<file path="src/rtl/halt_wake_pkg.sv">
package halt_wake_pkg;

  typedef enum logic [2:0] {
    ST_RST  = 3'd0,
    ST_STAB = 3'd1,
    ST_HOLD = 3'd2,
    ST_RUN  = 3'd3,
    ST_HALT = 3'd4
  } wake_state_t;

  typedef enum logic [1:0] {
    REL_NONE   = 2'd0,
    REL_NEXT   = 2'd1,
    REL_VECTOR = 2'd2
  } rel_kind_t;

  // exponent of the stabilization length
  function automatic int unsigned stab_exp(input int unsigned base, input logic [2:0] sel);
    return base + int'(sel);
  endfunction

  // three-way release outcome
  function automatic rel_kind_t release_kind(input logic pend, input logic ie);
    if (!pend)    return REL_NONE;
    else if (ie)  return REL_VECTOR;
    else          return REL_NEXT;
  endfunction

endpackage

</file>
<file path="src/rtl/halt_cycle_cnt.sv">
module halt_cycle_cnt #(
  parameter int W = 8
) (
  input  logic         clk,
  input  logic         rst_n,
  input  logic         en,
  input  logic [W-1:0] limit,
  output logic         done
);
  logic [W-1:0] cnt_q;
  logic [W-1:0] last_val;

  assign last_val = limit - W'(1);
  assign done     = en && (cnt_q == last_val);

  always_ff @(posedge clk or negedge rst_n) begin
    if (!rst_n)        cnt_q <= '0;
    else if (!en)      cnt_q <= '0;
    else if (done)     cnt_q <= '0;
    else               cnt_q <= cnt_q + W'(1);
  end
endmodule

</file>
<file path="src/rtl/halt_release_eval.sv">
module halt_release_eval
  import halt_wake_pkg::*;
#(
  parameter int N_SRC = 8
) (
  input  logic [N_SRC-1:0] irq_req,
  input  logic [N_SRC-1:0] irq_mask,
  input  logic             int_en,
  output logic             pend_any,
  output rel_kind_t        kind
);
  logic [N_SRC-1:0] live;

  genvar g;
  generate
    for (g = 0; g < N_SRC; g++) begin : g_src
      assign live[g] = irq_req[g] & ~irq_mask[g];
    end
  endgenerate

  assign pend_any = |live;
  assign kind     = release_kind(pend_any, int_en);
endmodule

</file>
<file path="src/rtl/halt_wake_fsm.sv">
module halt_wake_fsm
  import halt_wake_pkg::*;
(
  input  logic        clk,
  input  logic        rst_n,
  input  logic        xtal_i,
  input  logic        halt_req,
  input  logic        pend_any,
  input  rel_kind_t   kind,
  input  logic        stab_done,
  input  logic        hold_done,
  output wake_state_t state,
  output logic        pulse_next,
  output logic        pulse_vec
);
  always_ff @(posedge clk or negedge rst_n) begin
    if (!rst_n) begin
      state      <= ST_RST;
      pulse_next <= 1'b0;
      pulse_vec  <= 1'b0;
    end else begin
      pulse_next <= 1'b0;
      pulse_vec  <= 1'b0;
      case (state)
        ST_RST:  state <= xtal_i ? ST_STAB : ST_HOLD;
        ST_STAB: if (stab_done) state <= ST_HOLD;
        ST_HOLD: if (hold_done) state <= ST_RUN;
        ST_RUN:  if (halt_req)  state <= ST_HALT;
        ST_HALT: if (pend_any) begin
          state      <= ST_RUN;
          pulse_next <= (kind == REL_NEXT);
          pulse_vec  <= (kind == REL_VECTOR);
        end
        default: state <= ST_RST;
      endcase
    end
  end
endmodule

</file>
<file path="src/rtl/halt_wake_ctrl.sv">
module halt_wake_ctrl
  import halt_wake_pkg::*;
#(
  parameter int N_SRC         = 8,
  parameter int STAB_BASE_EXP = 10,
  parameter int RST_HOLD_CYC  = 16
) (
  input  logic             clk,
  input  logic             rst_n,
  input  logic             xtal_sel,
  input  logic [2:0]       stab_sel,
  input  logic             halt_req,
  input  logic [N_SRC-1:0] irq_req,
  input  logic [N_SRC-1:0] irq_mask,
  input  logic             int_en,
  output logic             cpu_run,
  output logic             in_halt,
  output logic             stab_busy,
  output logic             rst_busy,
  output logic             resume_next,
  output logic             take_interrupt
);
  localparam int SW = STAB_BASE_EXP + 8;
  localparam int HW = $clog2(RST_HOLD_CYC + 1) + 1;

  wake_state_t state;
  rel_kind_t   kind;
  logic        pend_any;
  logic        stab_done, hold_done;
  logic [2:0]  sel_q;
  logic [SW-1:0] stab_limit;
  logic [HW-1:0] hold_limit;

  // capture the wait selection while reset processing begins
  always_ff @(posedge clk or negedge rst_n) begin
    if (!rst_n)                sel_q <= '0;
    else if (state == ST_RST)  sel_q <= stab_sel;
  end

  assign stab_limit = SW'(1) << stab_exp(STAB_BASE_EXP, sel_q);
  assign hold_limit = HW'(RST_HOLD_CYC);

  halt_release_eval #(.N_SRC(N_SRC)) u_eval (
    .irq_req (irq_req),
    .irq_mask(irq_mask),
    .int_en  (int_en),
    .pend_any(pend_any),
    .kind    (kind)
  );

  halt_cycle_cnt #(.W(SW)) u_stab (
    .clk  (clk),
    .rst_n(rst_n),
    .en   (state == ST_STAB),
    .limit(stab_limit),
    .done (stab_done)
  );

  halt_cycle_cnt #(.W(HW)) u_hold (
    .clk  (clk),
    .rst_n(rst_n),
    .en   (state == ST_HOLD),
    .limit(hold_limit),
    .done (hold_done)
  );

  halt_wake_fsm u_fsm (
    .clk       (clk),
    .rst_n     (rst_n),
    .xtal_i    (xtal_sel),
    .halt_req  (halt_req),
    .pend_any  (pend_any),
    .kind      (kind),
    .stab_done (stab_done),
    .hold_done (hold_done),
    .state     (state),
    .pulse_next(resume_next),
    .pulse_vec (take_interrupt)
  );

  assign cpu_run   = (state == ST_RUN);
  assign in_halt   = (state == ST_HALT);
  assign stab_busy = (state == ST_STAB);
  assign rst_busy  = (state == ST_HOLD);
endmodule

</file>
<file path="config.mk">
export PLATFORM = sky130hd
export DESIGN_NAME = halt_wake_ctrl
export DESIGN_NICKNAME = d
export VERILOG_FILES = /design/src/rtl/halt_wake_pkg.sv /design/src/rtl/halt_cycle_cnt.sv /design/src/rtl/halt_release_eval.sv /design/src/rtl/halt_wake_fsm.sv /design/src/rtl/halt_wake_ctrl.sv
export SDC_FILE = /design/constraint.sdc
export NUM_CORES = 1
export LEC_CHECK = 0
export BUFFER_PORTS_ARGS = -buffer_cell sky130_fd_sc_hd__buf_4
export CAP_MARGIN = 20
export CELL_PAD_IN_SITES_DETAIL_PLACEMENT = 1
export CELL_PAD_IN_SITES_GLOBAL_PLACEMENT = 2
export CORE_AREA = 2 2 97 99
export CTS_CLUSTER_SIZE = 28
export DETAILED_ROUTE_END_ITERATION = 8
export DIE_AREA = 0 0 99 101
export HOLD_SLACK_MARGIN = 0.1
export PLACE_DENSITY = 0.7
export SLEW_MARGIN = 40
export SYNTH_ARGS = -nofsm -noshare
export SYNTH_HDL_FRONTEND = slang
export SYNTH_HIERARCHICAL = 1
export SYNTH_SLANG_ARGS = --single-unit
</file>
<file path="constraint.sdc">
create_clock -name clk -period 2.8 [get_ports clk]
set_input_delay 0.28 -clock clk [delete_from_list [all_inputs] [get_ports clk]]
set_output_delay 0.28 -clock clk [all_outputs]
set_load 0.03 [all_outputs]
</file>
### Yosys cells after proc, flatten, opt, wreduce, memory -nomap -nowiden

Cells that the tools add are included.

* $add $sub $neg: 4
* equality and inequality tests: 12
* shifts and indexed selects: 1
* mux-type cells: 16
* bitwise logic cells: 16
* reductions and logical operators: 5

Operators by type and width (number)
* 2-to-1 mux 18 bit: 2
* adder 18 x 1 -> 18 bit, second input constant: 1
* equality test 18 bit: 1
* left shift 1 x 5 -> 18 bit, first input constant: 1
* subtractor 18 x 1 -> 18 bit, second input constant: 1
* case mux 3 bit (5 select lines): 1
* 2-to-1 mux 3 bit: 4
* 2-to-1 mux 6 bit: 2
* bitwise AND 1 bit: 8
* inverter 1 bit: 8
* OR reduction 8 bit: 1
* adder 6 x 1 -> 6 bit, second input constant: 1
* equality test 3 x 2 -> 1 bit, second input constant: 2
* equality test 6 x 4 -> 1 bit, second input constant: 1
* 2-to-1 mux 2 bit: 3
* inequality test 2 bit, second input constant: 3
* adder 4 x 3 -> 5 bit, first input constant: 1
* 2-to-1 mux 1 bit: 4
* AND reduction 4 bit: 1
* equality test 3 x 1 -> 1 bit, second input constant: 1
* equality test 3 bit, second input constant: 1
* zero test 3 bit: 1
* equality test 2 x 1 -> 1 bit, second input constant: 1
* equality test 2 bit, second input constant: 1
* other kinds (2): 3

* register bits after elaboration: 32
* input bits: 24
* output and inout port bits: 6

### Depth between registers and ports, before layout

Gate-level depths: netlist of run 1.

* depth after elaboration: 7
* mapped depth: 12
* gate-level depth less buffers: 12

### By module

The synthesis of run 1 kept the hierarchy.

By module, submodules not included
* halt_cycle_cnt at u_stab: times used 1, cells an instance 187, area an instance 1557.7 µm²
* halt_cycle_cnt at u_hold: times used 1, cells an instance 42, area an instance 461.7 µm²
* halt_wake_ctrl: times used 1, cells an instance 29, area an instance 251.5 µm²
* halt_wake_fsm: times used 1, cells an instance 23, area an instance 232.7 µm²
* halt_release_eval: times used 1, cells an instance 13, area an instance 106.4 µm²

### Least setup slack after synthesis of run 1

Ideal clock, no wire load.

* kind: reg2reg
* start point: reg u_fsm.state[0]
* end point: reg u_fsm.state[0]
* setup time: 0.135 ns
* arrival time: 3.052 ns
* path slack: -0.386 ns
* stages on the path, launching flop included: 11
* cell sequence: dfrtp_1 > nor3b_1 > buf_1 > o2111ai_1 > a221oi_1 > o2111ai_1 > a2111oi_4 > and2_2 > inv_1 > o21ai_0 > a32oi_1

* word-level cells in the longest chain between the ends: 4
* elaborated cells on any way between the ends: 13

Ends and longest elaborated chain
* start: declaration: line halt_wake_fsm.sv:12 `output wake_state_t state,`
* start signal: assignment: line halt_wake_fsm.sv:25 `ST_RST: state <= xtal_i ? ST_STAB : ST_HOLD;`
* equality test 3 x 1 -> 1 bit
* via stab_busy: line halt_wake_ctrl.sv:18 `output logic stab_busy,`
* logical AND 1 bit: line halt_cycle_cnt.sv:14 `assign done = en && (cnt_q == last_val);`
* via stab_done: line halt_wake_ctrl.sv:29 `logic stab_done, hold_done;`
* inequality test 2 bit (no line)
* AND reduction 4 bit (no line)

The timed path passes the listed nets, and every way through them passes these cells.
A chain may end at the register's enable or synchronous reset.

### Worst setup path in the final report of run 1

* start point: reg sel_q[1]
* end point: reg u_fsm.state[0]

* word-level cells in the longest chain between the ends: 7

Ends and longest elaborated chain
* start: declaration: line halt_wake_ctrl.sv:30 `logic [2:0] sel_q;`
* start signal: assignment: line halt_wake_ctrl.sv:37 `else if (state == ST_RST) sel_q <= stab_sel;`
* adder 4 x 3 -> 5 bit: line halt_wake_pkg.sv:19 `return base + int'(sel);`
* left shift 1 x 5 -> 18 bit: line halt_wake_ctrl.sv:40 `assign stab_limit = SW'(1) << stab_exp(STAB_BASE_EXP, sel_q);`
* via stab_limit[8]: line halt_wake_ctrl.sv:31 `logic [SW-1:0] stab_limit;`
* subtractor 18 x 1 -> 18 bit: line halt_cycle_cnt.sv:13 `assign last_val = limit - W'(1);`
* equality test 18 bit: line halt_cycle_cnt.sv:14
* logical AND 1 bit: line halt_cycle_cnt.sv:14
* via stab_done: line halt_wake_ctrl.sv:29
* inequality test 2 bit (no line)
* AND reduction 4 bit (no line)

The timed path passes the listed nets, and every way through them passes these cells.

==> results of run 1 <==
==> power by group through the flow <==
stage	clock network (µW)	logic [µW]	registers (µW)
2_1_floorplan	0	844	639
3_3_place_gp	0	1250	605
3_5_place_dp	0	1270	608
4_1_cts	357	1280	599
5_1_grt	379	1440	609
6_report	341	1310	600
==> timing repair <==
| action | CTS | global route |
|---|---|---|
| hold buffers | 1 | 0 |
| buffers inserted | 0 | 1 |
| endpoints found under the setup margin | 0 | 20 |
| gates resized for setup | 0 | 5 |
| endpoints found under the hold margin | 32 | 0 |
==> stage by stage <==
stage | total power (µW) | worst slack (ns) | std cells
after floorplan | 1480 | 0.0102 | 349
after global placement | 1860 | 0.117 | 496
after global routing | 2430 | -0.0810 | 506
after CTS | 2240 | 0.0316 | 505
after detailed placement | 1880 | 0.0629 | 496
final | 2250 | 0.0682 | 506
==> sequential cells by signal, indices dropped and copies added, names as in the netlist <==
signal	cells
u_fsm/state	3
u_fsm/pulse_next	1
u_stab/cnt_q	18
u_hold/cnt_q	6
u_fsm/pulse_vec	1
sel_q	3
==> critical path, delay by kind of cell (launching register included) <==
family	cells	cell delay, ns
xor gates and xnor gates	1	0.14
DFF	1	0.42
and+or+nand+nor	4	0.97
AOI/OAI and AO/OA	4	0.70
buffers and inverters	1	0.05
adders and majority gates	1	0.32
==> area by class of cell <==
cell class	instances	area [µm²]
Clock inverter	1	5.00
Sequential cell	32	802
Fill cell	1080	5530
Tap cell	111	139
Clock buffer	7	76.3
Timing Repair Buffer	45	340
Inverter	9	33.8
Multi-Input combinational cell	301	2050
==> cell usage in the layout, fill, tap and decap left out, drive strengths merged, types with 6 or more instances in the layout <==
cell and instances:
conb 57, buf 44, nand2 32, dfrtp 32, xnor2 31, a21oi 21, nor2 19, xor2 19
nor3 16, nand3 10, nand2b 9, nor2b 9, inv 8, clkbuf 7, nand4 6, nor3b 6
o21ai 6, nor4 6
==> metal layers <==
layer / GRT usage (%) / vias to the layer above
li1: - / 1182
met1: 17.9 / 1092
met2: 25.2 / 32
met3: 2.29 / 5
met4: 2.85 / 0
met5: 0 / -
==> cells in the mapped netlist (2+ instances only) <==
cell type  count
nor3_1        14
nor2_1        18
o2111ai_1      2
nor4_1         6
ha_1           5
a221oi_1       2
nor2b_1        7
or3_1          2
o21ai_0        6
or4_1          2
a2111oi_2      2
dfrtp_1       32
a21oi_1       21
nor2b_4        2
a211oi_1       5
inv_1          7
conb_1         2
and3b_2        2
xor2_1        18
a2111oi_4      2
nand4_1        6
xnor2_1       30
nand3_1        9
nand2_1       32
or4_4          2
clkbuf_1       4
a31oi_1        2
a22oi_1        2
and3_1         2
mux2_2         4
nor3b_1        6
nand2b_1       9
==> final timing paths <==
| path | start | end | slack, ns |
|---|---|---|---|
| worst max-delay path | sel_q[1] | u_fsm/state[0] | 0.07 |
| worst min-delay path | stab_sel[0] | sel_q[0] | 0.23 |
| worst max register to register | sel_q[1] | u_fsm/state[0] | 0.07 |
| worst min register to register | u_hold/cnt_q[0] | u_hold/cnt_q[0] | 0.52 |
| max in group asynchronous | rst_n | sel_q[1] | 2.00 |
| min in group asynchronous | rst_n | u_hold/cnt_q[1] | 0.47 |
==> logic make-up after synthesis <==
group | after synthesis | synth area share, %
XOR/XNOR | 51 | 18.6
AND/OR/NAND/NOR | 133 | 29.1
AO/OA/AOI/OAI | 50 | 14.2
buffers and inverters | 16 | 2.64
multiplexers | 5 | 2.11
other | 2 | 0.288
adder cells (fa/ha/maj) | 5 | 2.40
flip-flops | 32 | 30.7
==> metrics.txt, run 1 <==
run status completed; Worst Clk Skew 0.00786 ns; initial antenna violation count 0; setup tns final 0 ns; R2R depth 11; CP Cell Sequence ha_4 -> nor3_2 -> or4_4 -> nor3_4 -> xnor2_1 -> o2111ai_2 -> a2111oi_4 -> and2_4 -> inv_1 -> o21ai_2 -> a32oi_1; Worst Path Required 2.95 ns; Switching Share 44.0%; asr flop ratio synth 100%; H-tree depth 2; Std-Cell Core Area 8980 µm²; # setup viols final 0; Hold Path Stages 2; synthesized flop and latch total 32; achievable frequency 0.366 GHz; Crit Path Category flip-flop to flip-flop; Yosys cell types 61; DR WL/cell 13.0 µm; CP max stage delay 0.55 ns; Tmin final 2.73 ns; Die Span X 99 µm; Post-Syn Area 2610 µm²; nets@finish 423; number of enable flip-flop cells after synthesis 0; period utilization 97.6%; largest net degree at the start of global routing 33; Placed Instance Area 3320 µm²; clk sink count 32; CP max FO 6; Tot GR Track Use 14.0%; GPL Wtd Cong 0.773; Die Y 101 µm; crit path capture type flip-flop; final antenna-violating net count 0; Detail Route met2 WL 3.27 mm; # Max-Cap Violations 0; CTS Buf Count 5; Seq pwr share 26.6%; Die ar. 10000 µm²; layout cells sized above 1 23.0%; Max stage delay cell, worst path or4_4; # IOs 30; top layer in use met4; initial DRC count 77; largest area contributor in the netlist dfrtp_1; routed wire length 6.58 mm; global-route wire length before repair 11.5 mm; Mapped Avg Cell Area 8.88 µm²; area share of the leading cell type in the synthesized netlist 30.7%; vias in the first global route 2,437; Fin. Hold Viols 0; cell area after layout 3440 µm²; Leakage 0.00151 µW; Worst-Margin Slew 0.608 ns; clock buffer depth 2; Gate Count Post-Synth 294; Top FF cell, synth dfrtp_1; Met1 Wirelength 3.04 mm; Vias 2,311; TritonCTS clock tree done; worst vdd ir 338 µV; clk root buf clkbuf_8; NetSw 991 µW; register area share after synthesis 30.7%; RSZ-0062 raised after global routing true; Ys Warns 6; clock power share 15.1%; number of port buffers 29; Internal Power 1260 µW; clk slew on worst S/H paths 0.07 ns; Hold WC Path Type input pin to flip-flop; Slew Limit Fails 0; DPL Wire Length 5.26 mm; combinational power share 58.3%; Worst EP arrival 2.89 ns; DRT Pass-1 Iters 4; Antenna diodes 0; Clock Latency Late Sink 0.28 ns; FP Rows 35; Critical Path Source Type flip-flop; Area Overhead vs Synth 32.0%; Synth area leaders dfrtp_1 31%, xnor2_1 10%, xor2_1 6.0%; max-slew headroom at the worst pin 59.1%; PwrDens 655 nW/µm²; Residual DRC 0; Initial Util 29.1%; met3 WL 212 µm; worst hold margin 0.228 ns; final core occ 38.4%; total gr overflow 0; vias per cell 4.57
Power figures use the tool's default switching activity.
==> run 2, diff against run 1 <==
--- a/config.mk
+++ b/config.mk
@@ -14,8 +14,8 @@
 export DETAILED_ROUTE_END_ITERATION = 8
 export DIE_AREA = 0 0 99 101
 export HOLD_SLACK_MARGIN = 0.1
+export MAX_ROUTING_LAYER = met4
 export PLACE_DENSITY = 0.7
-export SLEW_MARGIN = 40
 export SYNTH_ARGS = -nofsm -noshare
 export SYNTH_HDL_FRONTEND = slang
 export SYNTH_HIERARCHICAL = 1
==> metrics.txt, run 2 (synthesis results as in run 1) <==
run status completed; layout cells sized above 1 23.0% (unchanged); H-tree depth 2 (unchanged); achievable frequency 0.366 GHz (about the same); Worst Clk Skew 0.00886 ns (+0.000994 ns); FF+latch area 802 µm² (unchanged); Die ar. 10000 µm² (unchanged); Crit. Startpoint sel_q[1]; TritonCTS clock tree done; initial antenna violation count 0 (unchanged); Tmin final 2.73 ns (+0.000490 ns); placed cells 496 (unchanged); Worst Path Required 2.95 ns (about the same); CP top delay family simple AND/OR/NAND/NOR gates; Non-Filler Instances 506 (unchanged); Max stage delay cell, worst path or4_4; CP max stage delay 0.55 ns (about the same); GPL Wtd Cong 0.783 (+1.4%); fillers 1,080 (unchanged); CTS Buf Count 5 (unchanged); Crit Path Category flip-flop to flip-flop; RSZ-0062 raised after global routing true; top layer in use met4; Detail Route met2 WL 3.27 mm (about the same); global-route wire length before repair 11.4 mm (-0.18%); DPL Wire Length 5.26 mm (unchanged); routed wire length 6.59 mm (about the same); Die Y 101 µm (unchanged); most common cell after layout, fill and taps aside conb_1; Area Overhead vs Synth 32.0% (unchanged); Die Span X 99 µm (unchanged); vias in the first global route 2,438 (+0.041%); clock buffer depth 2 (unchanged); hold_sp stab_sel[0]; RR Startpoint sel_q[1]; commonest non-fill, non-tap cells in the layout 57 x conb_1, 44 x buf_4, 32 x nand2_1, 31 x dfrtp_1, 30 x xnor2_1; period utilization 97.6% (about the same); Antenna diodes 0 (unchanged); max-slew headroom at the worst pin 59.0% (-0.066 points); clk root buf clkbuf_8; PwrDens 655 nW/µm² (about the same); number of port buffers 29 (unchanged); Biggest register u_stab/cnt_q; clk slew on worst S/H paths 0.07 ns (about the same); Initial Util 29.1% (unchanged); DRT Pass-1 Iters 4 (unchanged); CP max FO 6 (unchanged); worst vdd ir 338 µV (about the same); Largest register FFs 18 (unchanged); total gr overflow 0 (unchanged); initial DRC count 72 (-6.5%); FP Rows 35 (unchanged); CP Cell Sequence ha_4 -> nor3_2 -> or4_4 -> nor3_4 -> xnor2_1 -> o2111ai_2 -> a2111oi_4 -> and2_4 -> inv_1 -> o21ai_2 -> a32oi_1; Slew Limit Fails 0 (unchanged); # IOs 30 (unchanged); vias per cell 4.58 (+0.35%); Fin. Hold Viols 0 (unchanged); Worst-Margin Slew 0.609 ns (+0.000974 ns); # setup viols final 0 (unchanged); Vias 2,319 (+0.35%); Residual DRC 0 (unchanged); Critical Path Source Type flip-flop; largest net degree at the start of global routing 33 (unchanged); largest registers u_stab/cnt_q x18, u_hold/cnt_q x6; nets@finish 423 (unchanged); Leakage 0.00151 µW (unchanged); Worst EP arrival 2.89 ns (about the same); total area of multi-input combinational cells 2050 µm² (unchanged); crit path capture type flip-flop; # Max-Cap Violations 0 (unchanged); clk sink count 32 (unchanged); Std-Cell Core Area 8980 µm² (unchanged); setup tns final 0 ns (unchanged); Met1 Wirelength 3.05 mm (+0.53%); DR WL/cell 13.0 µm (about the same); Clock Latency Late Sink 0.28 ns (about the same); Tot GR Track Use 14.4% (+0.40 points); met3 WL 204 µm (-3.8%); final antenna-violating net count 0 (unchanged); Hold WC Path Type input pin to flip-flop; Buf/Inv on CP 1 (unchanged)
[run 2: cell counts in the layout (fill, tap and decap cells not counted)]
Identical to the previous run, type by type.
[run 2: worst register-to-register path, cell delays in order, from the launching register on]
cell and delay [ns]:
dfrtp_2 0.42, ha_4 0.32, nor3_2 0.08, or4_4 0.55, nor3_4 0.13, xnor2_1 0.14
o2111ai_2 0.18, a2111oi_4 0.34, and2_4 0.21, inv_1 0.05, o21ai_2 0.11, a32oi_1 0.07
[run 2: final timing paths]
check	to	slack, ns	depth (start not counted)
min reg2reg	u_hold/cnt_q[0]	0.52	1
max reg2reg	u_fsm/state[0]	0.07	11
min	sel_q[0]	0.23	2
max in group asynchronous	sel_q[1]	2.00	2
min in group asynchronous	u_hold/cnt_q[1]	0.47	2
max	u_fsm/state[0]	0.07	11
[run 2: report_power, final]
part           total, µW  switching [µW]  internal, µW
Combinational       1310             752           561
Clock                341             166           174
Sequential           600            72.4           528
[run 2: what timing repair did]
action,in CTS,in global routing
resized for setup,0,5
buffers inserted,0,1
hold buffers,1,0
setup endpoints to repair,0,20
hold endpoints to repair,32,0
[run 2: layout make-up]
cell class              instances  share of cell area, %
clock inverters                 1                  0.145
clock buffers                   7                   2.22
repair buffers                 45                   9.88
inverters                       9                  0.981
flip-flops and latches         32                   23.3
well taps                     111                   4.03
multi-input cells             301                   59.5
[run 2: metal layers]
metal | vias to the layer above | GRT usage [%]
li1 | 1181 | -
met1 | 1101 | 17.9
met2 | 32 | 25.2
met3 | 5 | 2.22
met4 | 0 | 2.85
met5 | - | -
[run 2: per-stage QoR]
step	hold slack, ns	setup slack (ns)	utilization [%]	power, µW	cell area [µm²]
after floorplan	-0.0156	0.0102	-	1480	2890
final	0.226	0.0677	38.4	2250	3440
after CTS	0.220	0.0316	38.0	2240	3410
after global placement	0.252	0.117	36.9	1860	3320
after detailed placement	0.255	0.0629	36.9	1880	3320
after global routing	0.225	-0.0810	38.4	2430	3440
==> run 3, diff against run 2 <==
--- a/config.mk
+++ b/config.mk
@@ -16,6 +16,7 @@
 export HOLD_SLACK_MARGIN = 0.1
 export MAX_ROUTING_LAYER = met4
 export PLACE_DENSITY = 0.7
+export RECOVER_POWER = 100
 export SYNTH_ARGS = -nofsm -noshare
 export SYNTH_HDL_FRONTEND = slang
 export SYNTH_HIERARCHICAL = 1
==> metrics.txt, run 3 (synthesis results as in run 1) <==
Initial Util 29.1% (unchanged); CP max FO 6 (unchanged); Residual DRC 0 (unchanged); vias per cell 4.59 (+0.13%); DRT Pass-1 Iters 4 (unchanged); Die Span X 99 µm (unchanged); final antenna-violating net count 0 (unchanged); most common cell after layout, fill and taps aside conb_1; max-slew headroom at the worst pin -20.5% (-79 points); initial DRC count 51 (-29%); final core occ 37.6% (-0.81 points); crit path capture type flip-flop; largest registers u_stab/cnt_q x18, u_hold/cnt_q x6; CP max stage delay 0.55 ns (about the same); Die ar. 10000 µm² (unchanged); Crit Path Category flip-flop to flip-flop; pre-CTS setup slack 0.0629 ns (unchanged); Max stage delay cell, worst path or4_4; worst vdd ir 305 µV (-9.8%); number of port buffers 29 (unchanged); DR WL/cell 12.9 µm (-0.71%); clk root buf clkbuf_8; Vias 2,322 (+0.13%); commonest non-fill, non-tap cells in the layout 57 x conb_1, 34 x buf_4, 32 x nand2_1, 31 x dfrtp_1, 30 x xnor2_1; Tot GR Track Use 14.4% (unchanged); clock buffer depth 2 (unchanged); Worst EP arrival 2.88 ns (about the same); total area of multi-input combinational cells 2010 µm² (-1.7%); DPL Wire Length 5.26 mm (unchanged); Worst Clk Skew 0.00843 ns (-0.000422 ns); TritonCTS clock tree done; vias in the first global route 2,438 (unchanged); period utilization 97.6% (about the same); post-route setup slack 0.0672 ns (-0.000525 ns); Largest register FFs 18 (unchanged); H-tree depth 2 (unchanged); Tmin final 2.73 ns (+0.000525 ns); initial antenna violation count 0 (unchanged); Biggest register u_stab/cnt_q; CTS Buf Count 5 (unchanged); largest net degree at the start of global routing 33 (unchanged); CP Cell Sequence ha_4 -> nor3_2 -> or4_4 -> nor3_4 -> xnor2_1 -> o2111ai_2 -> a2111oi_4 -> and2_4 -> inv_1 -> o21ai_2 -> a32oi_1; Area Overhead vs Synth 29.2%; run status finished with violations; worst hold margin 0.228 ns (+0.00132 ns); nets@finish 423 (unchanged); fillers 1,088 (+0.74%); Fin. Hold Viols 0 (unchanged); total gr overflow 0 (unchanged); clk slew on worst S/H paths 0.07 ns (about the same); layout cells sized above 1 19.2% (-3.8 points); Worst Path Required 2.95 ns (about the same); failing checks max-capacitance violations, max-slew violations; Clock Latency Late Sink 0.28 ns (about the same); GPL Wtd Cong 0.783 (unchanged); # IOs 30 (unchanged); Antenna diodes 0 (unchanged); setup tns final 0 ns (unchanged); FP Rows 35 (unchanged); # Max-Cap Violations 1 (+1); Slew Limit Fails 33 (+33); Hold WC Path Type input pin to flip-flop; FF+latch area 802 µm² (unchanged); Critical Path Source Type flip-flop; Die Y 101 µm (unchanged); Leakage 0.00146 µW (-3.4%); clk sink count 32 (unchanged); Worst-Margin Slew 1.81 ns (+1.20 ns); achievable frequency 0.366 GHz (about the same); global-route wire length before repair 11.4 mm (unchanged); PwrDens 650 nW/µm² (-0.74%); routed wire length 6.54 mm (-0.71%); # setup viols final 0 (unchanged); Std-Cell Core Area 8980 µm² (unchanged); RSZ-0062 raised after global routing true
==> run 3: area by class of cell <==
| type | count | share of cell area (%) |
|---|---|---|
| multi-input cells | 301 | 59.7 |
| flip-flops and latches | 32 | 23.8 |
| repair buffers | 45 | 8.98 |
| well taps | 111 | 4.12 |
| clock buffers | 7 | 2.26 |
| inverters | 9 | 1.00 |
| clock inverters | 1 | 0.148 |
==> run 3: per-layer routing <==
layer	share of wire, %	up-vias	global-route usage [%]
met1	46	1101	17.9
met5	0	-	-
met3	3.3	5	2.22
met2	50	32	25.2
li1	-	1184	-
met4	0.83	0	2.85
==> run 3: worst max-delay path, delay by kind of cell (launching register included) <==
kind / cells / cell delay (ns)
AND/OR/NAND/NOR: 4 / 0.97
buffers and inverters: 1 / 0.05
flip-flops: 1 / 0.42
AO/OA/AOI/OAI: 4 / 0.69
XOR/XNOR: 1 / 0.14
adder cells (fa/ha/maj): 1 / 0.32
==> run 3: final timing paths <==
| kind | start | end | slack (ns) | cells after the start |
|---|---|---|---|---|
| worst max register to register | sel_q[1] | u_fsm/state[0] | 0.07 | 11 |
| max in group asynchronous | rst_n | sel_q[1] | 0.61 | 2 |
| worst min register to register | u_hold/cnt_q[0] | u_hold/cnt_q[0] | 0.53 | 1 |
| min in group asynchronous | rst_n | u_hold/cnt_q[1] | 1.02 | 2 |
| worst max-delay path | sel_q[1] | u_fsm/state[0] | 0.07 | 11 |
| worst min-delay path | stab_sel[0] | sel_q[0] | 0.23 | 2 |
==> run 3: stage by stage <==
stage	power (µW)	instances	instance area (µm²)
after floorplan	1480	349	2890
after CTS	2240	505	3410
after detailed placement	1880	496	3320
after global routing	2360	506	3370
after global placement	1860	496	3320
final	2190	506	3370
==> run 3: power breakdown <==
group / internal, µW / switching [µW] / leakage [µW]
logic: 516 / 734 / 0.000986
clock network: 174 / 166 / 0.0000422
registers: 528 / 72.8 / 0.000432
total: 1220 / 972 / 0.00146
==> run 3: what timing repair did <==
action	in CTS	in global routing
buffers inserted	0	1
endpoints found under the setup margin	0	20
hold buffers	1	0
endpoints found under the hold margin	32	0
gates resized for setup	0	5
